<file path="src/rtl/gtt_pkg.sv">
package gtt_pkg;
  // trigger select code reserved for the external pin
  localparam int unsigned SEL_EXT = 0;
endpackage

</file>
<file path="src/rtl/gtt_gate_sel.sv">
module gtt_gate_sel #(
  parameter int N_ITR = 2,
  parameter int SEL_W = 2
) (
  input  logic             clk,
  input  logic             rst,
  input  logic             pin,
  input  logic             pol,
  input  logic [N_ITR-1:0] itr,
  input  logic [SEL_W-1:0] sel,
  output logic             gate
);
  import gtt_pkg::*;

  logic meta_q, sync_q;

  // two-flop synchronizer for the asynchronous pin
  always_ff @(posedge clk) begin
    if (rst) begin
      meta_q <= 1'b0;
      sync_q <= 1'b0;
    end else begin
      meta_q <= pin;
      sync_q <= meta_q;
    end
  end

  // source mux; out-of-range codes give an inactive gate
  always_comb begin
    gate = 1'b0;
    if (sel == SEL_W'(SEL_EXT)) gate = sync_q ^ pol;
    for (int k = 0; k < N_ITR; k++)
      if (sel == SEL_W'(k + 1)) gate = itr[k];
  end

  p_sync_two_r8: assert property (@(posedge clk) disable iff (rst)
    1'b1 |=> (sync_q == $past(meta_q)));
endmodule

</file>
<file path="src/rtl/gtt_prescaler.sv">
module gtt_prescaler #(
  parameter int PRE_W = 16
) (
  input  logic             clk,
  input  logic             rst,
  input  logic             en,
  input  logic [PRE_W-1:0] div_val,
  output logic             tick
);
  logic [PRE_W-1:0] pc_q;

  assign tick = en && (pc_q == div_val);

  always_ff @(posedge clk) begin
    if (rst)       pc_q <= '0;
    else if (tick) pc_q <= '0;
    else if (en)   pc_q <= pc_q + 1'b1;
  end

  // partial count frozen while gated off
  p_pre_freeze_r2: assert property (@(posedge clk) disable iff (rst)
    !en |=> $stable(pc_q));
endmodule

</file>
<file path="src/rtl/gtt_counter.sv">
module gtt_counter #(
  parameter int CNT_W = 16
) (
  input  logic             clk,
  input  logic             rst,
  input  logic             tick,
  input  logic [CNT_W-1:0] period,
  input  logic [CNT_W-1:0] cmp,
  output logic [CNT_W-1:0] cnt,
  output logic             wave
);
  always_ff @(posedge clk) begin
    if (rst) begin
      cnt  <= '0;
      wave <= 1'b0;
    end else if (tick) begin
      cnt <= (cnt == period) ? '0 : cnt + 1'b1;
      if (cnt == cmp) wave <= ~wave;
    end
  end

  p_hold_r5: assert property (@(posedge clk) disable iff (rst)
    !tick |=> ($stable(cnt) && $stable(wave)));
  p_wave_on_tick_r4: assert property (@(posedge clk) disable iff (rst)
    !$stable(wave) |-> $past(tick));
  p_wrap_zero_r3: assert property (@(posedge clk) disable iff (rst)
    (tick && cnt == period) |=> (cnt == '0));
endmodule

</file>
<file path="src/rtl/gated_toggle_timer.sv">
module gated_toggle_timer #(
  parameter int CNT_W = 16,
  parameter int PRE_W = 16,
  parameter int N_ITR = 2,
  localparam int SEL_W = $clog2(N_ITR + 2)
) (
  input  logic             clk,
  input  logic             rst,
  input  logic             run_en,
  input  logic [SEL_W-1:0] trig_sel,
  input  logic             ext_pin,
  input  logic             ext_pol,
  input  logic [N_ITR-1:0] itr_in,
  input  logic [PRE_W-1:0] presc_val,
  input  logic [CNT_W-1:0] period_val,
  input  logic [CNT_W-1:0] compare_val,
  output logic             trig_out,
  output logic             wave_out,
  output logic [CNT_W-1:0] count_out
);
  logic gate, en_q, tick;

  gtt_gate_sel #(.N_ITR(N_ITR), .SEL_W(SEL_W)) u_gate (
    .clk(clk), .rst(rst), .pin(ext_pin), .pol(ext_pol),
    .itr(itr_in), .sel(trig_sel), .gate(gate)
  );

  // registered enable, exported as the trigger for the next stage
  always_ff @(posedge clk) begin
    if (rst) en_q <= 1'b0;
    else     en_q <= run_en & gate;
  end
  assign trig_out = en_q;

  gtt_prescaler #(.PRE_W(PRE_W)) u_pre (
    .clk(clk), .rst(rst), .en(en_q), .div_val(presc_val), .tick(tick)
  );

  gtt_counter #(.CNT_W(CNT_W)) u_cnt (
    .clk(clk), .rst(rst), .tick(tick), .period(period_val),
    .cmp(compare_val), .cnt(count_out), .wave(wave_out)
  );

  p_runen_low_r9: assert property (@(posedge clk) disable iff (rst)
    !run_en |=> !trig_out);
  p_gate_hold_r6: assert property (@(posedge clk) disable iff (rst)
    !trig_out |=> $stable(count_out));
endmodule

</file>
<file path="config.mk">
export PLATFORM = sky130hd
export DESIGN_NAME = gated_toggle_timer
export DESIGN_NICKNAME = d
export VERILOG_FILES = /design/src/rtl/gtt_pkg.sv /design/src/rtl/gtt_gate_sel.sv /design/src/rtl/gtt_prescaler.sv /design/src/rtl/gtt_counter.sv /design/src/rtl/gated_toggle_timer.sv
export SDC_FILE = /design/constraint.sdc
export NUM_CORES = 1
export LEC_CHECK = 0
export BUFFER_PORTS_ARGS = -buffer_cell sky130_fd_sc_hd__buf_2
export CAP_MARGIN = 20
export CORE_ASPECT_RATIO = 1.75
export CORE_UTILIZATION = 55
export DETAILED_ROUTE_END_ITERATION = 10
export HOLD_SLACK_MARGIN = 0.12
export PLACE_DENSITY = 0.86
export SYNTH_ARGS = -nofsm -noshare
export SYNTH_HDL_FRONTEND = slang
export SYNTH_SLANG_ARGS = --single-unit
</file>
<file path="constraint.sdc">
create_clock -name clk -period 7.4 [get_ports clk]
set_input_delay 0.37 -clock clk [delete_from_list [all_inputs] [get_ports clk]]
set_output_delay 0.37 -clock clk [all_outputs]
set_load 0.05 [all_outputs]
</file>
==> results of run 1 <==
==> cell usage after synthesis <==
library cell,number
nor2b_1,11
or2_2,2
nor3_1,4
xor2_1,20
xnor2_1,44
buf_6,2
or4_4,1
dfxtp_1,36
o41ai_1,2
nand3_1,15
nand2_1,12
nand3b_1,1
a31oi_1,1
buf_2,1
ha_1,2
inv_1,3
or4b_1,4
o21ai_0,7
o31ai_1,1
nand4b_1,2
or4_1,9
or2b_1,1
nand4_1,12
o21ai_1,10
nor4_1,8
mux2i_1,2
or3_1,2
a21oi_1,14
clkbuf_1,13
and3_1,4
nor2_1,31
and4_1,1
nand2b_1,1
==> how the worst max path moves through the flow <==
stage and endpoint:
3_3_place_gp u_pre.pc_q[14], 4_1_cts u_pre.pc_q[8], 2_1_floorplan u_cnt.cnt[12], 3_5_place_dp u_pre.pc_q[8]
6_report u_cnt.cnt[12], 5_1_grt u_pre.pc_q[0]
==> critical path, cell delays in order, from the launching register on <==
cell,delay (ps)
dfxtp_1,360
xor2_1,200
or4b_1,510
or4_4,650
or4b_1,560
a21oi_1,150
==> cell usage in the layout, fill, tap and decap left out, types with 9 or more instances in the layout <==
master,synthesis,routed
xnor2_1,44,44
a21oi_1,14,14
or4_1,9,9
nor2b_1,11,11
xor2_1,20,20
nand4_1,12,12
buf_2,1,74
dfxtp_1,36,36
nand3_1,15,15
o21ai_1,10,10
nor2_1,31,31
nand2_1,12,12
==> cell families after synthesis <==
logic type               Yosys count  share of synthesized area, %
AND/OR/NAND/NOR                  121                         29.42
XOR/XNOR                          64                         24.72
flip-flops                        36                         31.79
AO/OA/AOI/OAI                     35                         8.223
buffers and inverters             19                         3.863
multiplexers                       2                        0.8830
adder cells (fa/ha/maj)            2                         1.104
==> report_power, final <==
group	internal [uW]	total, uW	switching, uW
logic	21.6	39.3	17.7
registers	195	196	1.27
clock network	82.9	151	68.1
total	299	387	87.1
==> final cells by class <==
cell class	instances	area share [%]
clock buffers	7	3.527
inverters	3	0.4123
multi-input cells	224	53.64
well taps	48	2.199
flip-flops and latches	36	26.39
repair buffers	75	13.83
==> state kept, by name, summed over array words and instances, names as in the netlist <==
register       count
u_cnt.wave         1
u_pre.pc_q        16
u_gate.sync_q      1
u_cnt.cnt         16
u_gate.meta_q      1
trig_out           1
==> per-stage QoR <==
stage          instance area (sq um)  setup slack [ps]  std cells  util, %  total power [uW]
6_report                        2731              4909        393    69.97             386.5
5_1_grt                         2731              4725        393    69.97             400.4
4_1_cts                         2731              4902        393    69.97             389.2
3_5_place_dp                    2635              4807        386    67.50             240.1
3_3_place_gp                    2635              4868        386    67.50             239.1
2_1_floorplan                   2267              4851        279        -             220.2
==> layer usage <==
layer | vias to the layer above | track usage, %
met1 | 1019 | 25.11
li1 | 1099 | -
met2 | 88 | 53.82
met3 | 11 | 3.141
met5 | - | 0
met4 | 0 | 13.64
==> out/results.tsv, run 1 <==
metric	value	unit
nets	404	
cts_resized	0	
synth.net_count	338	
core	3904	sq um
critPathLaunchType	flop	
synth_top_cell_area_share	31.79	%
cts_tree	built	
grt_max_degree	30	
crit_path_max_fanout	29	
dp_hpwl	4218	microns
hold_path.class	in -> reg	
seq_area_frac_synth	31.79	%
power.density	141.5	nW/um^2
start_util	58.08	%
syn_area	2267	sq um
hold_start	ext_pin	
n_antenna_cell	0	
wl_per_cell	13.87	microns
pin_count	75	
irDropWorstVdd	0.1389	mV
holdWs	308.3	ps
drtAntennaViolNets	0	
drive_above_1_share	24.93	%
port_buffers	74	
holdBufCountCts	0	
hold-path-endpoint	u_gate.meta_q	
ys_types	33	
synth-seq-cells	36	
drc_errors	0	
grt_pass1_vias	2111	
cts_max_path_buffers	2	
synth_cells	279	
slew_headroom	66.00	%
r2r_slack	4910	ps
startpoint	u_pre.pc_q[10]	
clock_skew	7.828	ps
grt_antenna_before_repair	0	
cts.sink_count	36	
slew_violations	0	
cp.arrival	2710	ps
rsz0062_at_grt	no	
multiInputGateArea	1465	sq um
path_class	reg -> reg	
clkLatencyLatePin	280	ps
grt_pass1_wl	8942	microns
fin_setup_tns	0	ps
top_layer	met4	
path_clk_slew	70	ps
p_leak	0.001038	uW
wl_met1	2071	microns
synth.avg_cell_area	8.126	sq um
track_usage	26.76	%
cts_made_buffers	5	
rr_worst_depth	5	
hold_viol	0	
synth.area.top_cells	dfxtp_1, xnor2_1, xor2_1	
synth_top_cell_by_area	dfxtp_1	
routed_wl	5450	microns
finalSetupViolCount	0	
required	7620	ps
fmax	401.4	MHz
drv_cap	0	
dr_wl_met2	3023	microns
area_growth	20.47	%
post-cts-setup-buffers	0	
cts-htree-levels	2	
crit_path_end_kind	flop	
worst_pin_slew	505.4	ps
cts_root_buffer	clkbuf_8	
die_h	86.94	microns
drt_iter0_drc	29	
finalCritPeriodShare	33.67	%
gp_congestion	0.8068	
ys.warnings.count	0	
die_x	50.54	microns
register_area	720.7	sq um
wl_met3	240	microns
grt-ovfl-total	0	
status	complete, no violations	
fillers	322	
vias	2217	
rr_startpoint	u_pre.pc_q[10]	
finalCriticalPeriod	2491	ps
drtPass1Iterations	4	
rows	30	
r2r-end	u_cnt.cnt[12]	
routed_via_density	5.641	
holdPathStages	2	
die_area	4393	sq um
Power figures use the tool's default switching activity.
==> inputs of run 2 (changes only) <==
- CORE_UTILIZATION: 55 -> 51
- PLACE_DENSITY: 0.86 -> 0.81
- clock period: 7.4 -> 2.6 ns (I/O delays scaled with it)
==> out/results.tsv, run 2 (synthesis gave the netlist of run 1 again) <==
metric	value	unit	change
status	complete, no violations		unchanged
layout_common_cells	buf_2, xnor2_1, dfxtp_1, nor2_1, xor2_1		unchanged
fin_setup_tns	0	ps	unchanged
drtPass1Iterations	4		unchanged
drive_above_1_share	25.50	%	was 24.93%
hold-path-endpoint	trig_out		was u_gate.meta_q
hold_path.class	in -> reg		unchanged
cts-htree-levels	2		unchanged
area_growth	22.79	%	was 20.47%
drv_cap	0		unchanged
pin_count	75		unchanged
critPathSlowestCell	or4_4		unchanged
rsz0062_at_grt	no		unchanged
holdPathStages	3		was 2
worst_pin_slew	518.6	ps	was 505.4 ps
finalCriticalPeriod	2487	ps	was 2491 ps
cts_resized	0		unchanged
path_clk_slew	70	ps	about the same
clock_skew	6.301	ps	was 7.828 ps
wl_per_cell	14.32	microns	was 13.87 microns
critPathLaunchType	flop		unchanged
fillers	391		was 322
slew_headroom	65.11	%	was 66.00%
rows	31		was 30
core	4189	sq um	was 3904 sq um
required	2820	ps	was 7620 ps
dp_hpwl	4431	microns	was 4218 microns
power.share.clock	37.7	%	was 39.1%
p_total	1086	uW	was 386.5 uW
vias	2243		was 2217
p_int	836.1	uW	was 299.4 uW
cts_tree	built		unchanged
hold_viol	0		unchanged
cts_made_buffers	5		unchanged
track_usage	25.52	%	was 26.76%
grt_pass1_vias	2099		was 2111
final_common_cell	buf_2		unchanged
finalSetupViolCount	0		unchanged
utilization	66.46	%	was 69.97%
port_buffers	74		unchanged
rr_worst_depth	5		unchanged
grt_pass1_wl	9204	microns	was 8942 microns
nets	411		was 404
clkLatencyLatePin	280	ps	about the same
power.density	389.9	nW/um^2	was 141.5 nW/um^2
combPwrFrac	11.0	%	was 10.2%
grt_max_degree	30		unchanged
path_class	reg -> reg		unchanged
crit_path_end_kind	flop		unchanged
rr_startpoint	u_pre.pc_q[10]		unchanged
r2r_slack	110	ps	was 4910 ps
crit_path_max_fanout	29		unchanged
cts_root_buffer	clkbuf_8		unchanged
power_frac_seq	51.3	%	was 50.7%
gp_congestion	0.8296		was 0.8068
p_sw	249.4	uW	was 87.11 uW
slew_violations	0		unchanged
die_x	52.40	microns	was 50.54 microns
holdWs	115.8	ps	was 308.3 ps
r2r-end	u_cnt.cnt[12]		unchanged
die_area	4726	sq um	was 4393 sq um
cp.arrival	2700	ps	was 2710 ps
cp_cell_sequence	xor2_1 > or4b_1 > or4_4 > or4b_1 > a21oi_1		unchanged
cts_max_path_buffers	2		unchanged
p_leak	0.001068	uW	was 0.001038 uW
irDropWorstVdd	0.2952	mV	was 0.1389 mV
reg_top3	u_cnt.cnt x16, u_pre.pc_q x16		unchanged
routed_via_density	5.580		was 5.641
hold_start	trig_sel[1]		was ext_pin
grt-ovfl-total	0		unchanged
drtAntennaViolNets	0		unchanged
n_antenna_cell	0		unchanged
cts.sink_count	36		unchanged
fmax	402.1	MHz	was 401.4 MHz
switching_share	22.97	%	was 22.54%
drt_iter0_drc	37		was 29
max_stage_delay	650	ps	about the same
finalCritPeriodShare	95.65	%	was 33.67%
die_h	90.20	microns	was 86.94 microns
routed_wl	5757	microns	was 5450 microns
grt_antenna_before_repair	0		unchanged
start_util	54.12	%	was 58.08%
critPathMostFrequentCell	or4b_1		unchanged
drc_errors	0		unchanged
run 2: worst max-delay path by stage:
stage / start / to / slack [ps]
after floorplan: u_cnt.cnt[9] / u_cnt.cnt[12] / 50
after global placement: u_pre.pc_q[10] / u_cnt.cnt[12] / 190
after detailed placement: u_pre.pc_q[10] / u_cnt.cnt[12] / 140
after CTS: u_pre.pc_q[10] / u_cnt.cnt[12] / 120
after global routing: u_pre.pc_q[2] / u_cnt.cnt[12] / 40
final: u_pre.pc_q[10] / u_cnt.cnt[12] / 110
run 2: power by group through the flow:
stage	clock, uW	sequential, uW	combinational [uW]
finish	409	557	120
global route	442	557	132
CTS	425	557	120
detailed placement	0	570	117
global placement	0	570	115
floorplan	0	572	55.1
run 2: cell type report:
| cell class | count | area, sq um | share of cell area (%) |
|---|---|---|---|
| multi-input combinational | 224 | 1465 | 52.63 |
| sequential | 36 | 720.7 | 25.89 |
| timing repair buffer | 82 | 435.4 | 15.64 |
| clock buffer | 8 | 90.09 | 3.236 |
| tap | 49 | 61.31 | 2.202 |
| inverter | 3 | 11.26 | 0.4045 |
run 2: critical path, delay by kind of cell, from the launching register on:
family                    cells  cell delay, ps
xor gates and xnor gates      1             190
AOI/OAI and AO/OA             1             160
DFF                           1             360
and+or+nand+nor               3            1710
run 2: what timing repair did:
| action | in CTS | in global routing |
|---|---|---|
| buffers inserted | 0 | 0 |
| hold buffers | 2 | 0 |
| hold endpoints to repair | 2 | 0 |
run 2: per-layer routing:
metal | vias to the layer above | wire (microns) | global-route usage [%]
met4 | 0 | 193 | 13.16
li1 | 1114 | - | -
met1 | 1032 | 2166 | 27.31
met3 | 17 | 254 | 3.215
met2 | 80 | 3143 | 45.68
met5 | - | 0 | 0
run 2: metrics by stage:
stage          std cells  instance area [sq um]  worst slack [ps]
2_1_floorplan        279                   2267             51.25
3_3_place_gp         392                   2674             186.4
3_5_place_dp         392                   2674             141.8
4_1_cts              402                   2784             124.0
5_1_grt              402                   2784             43.24
6_report             402                   2784             113.2
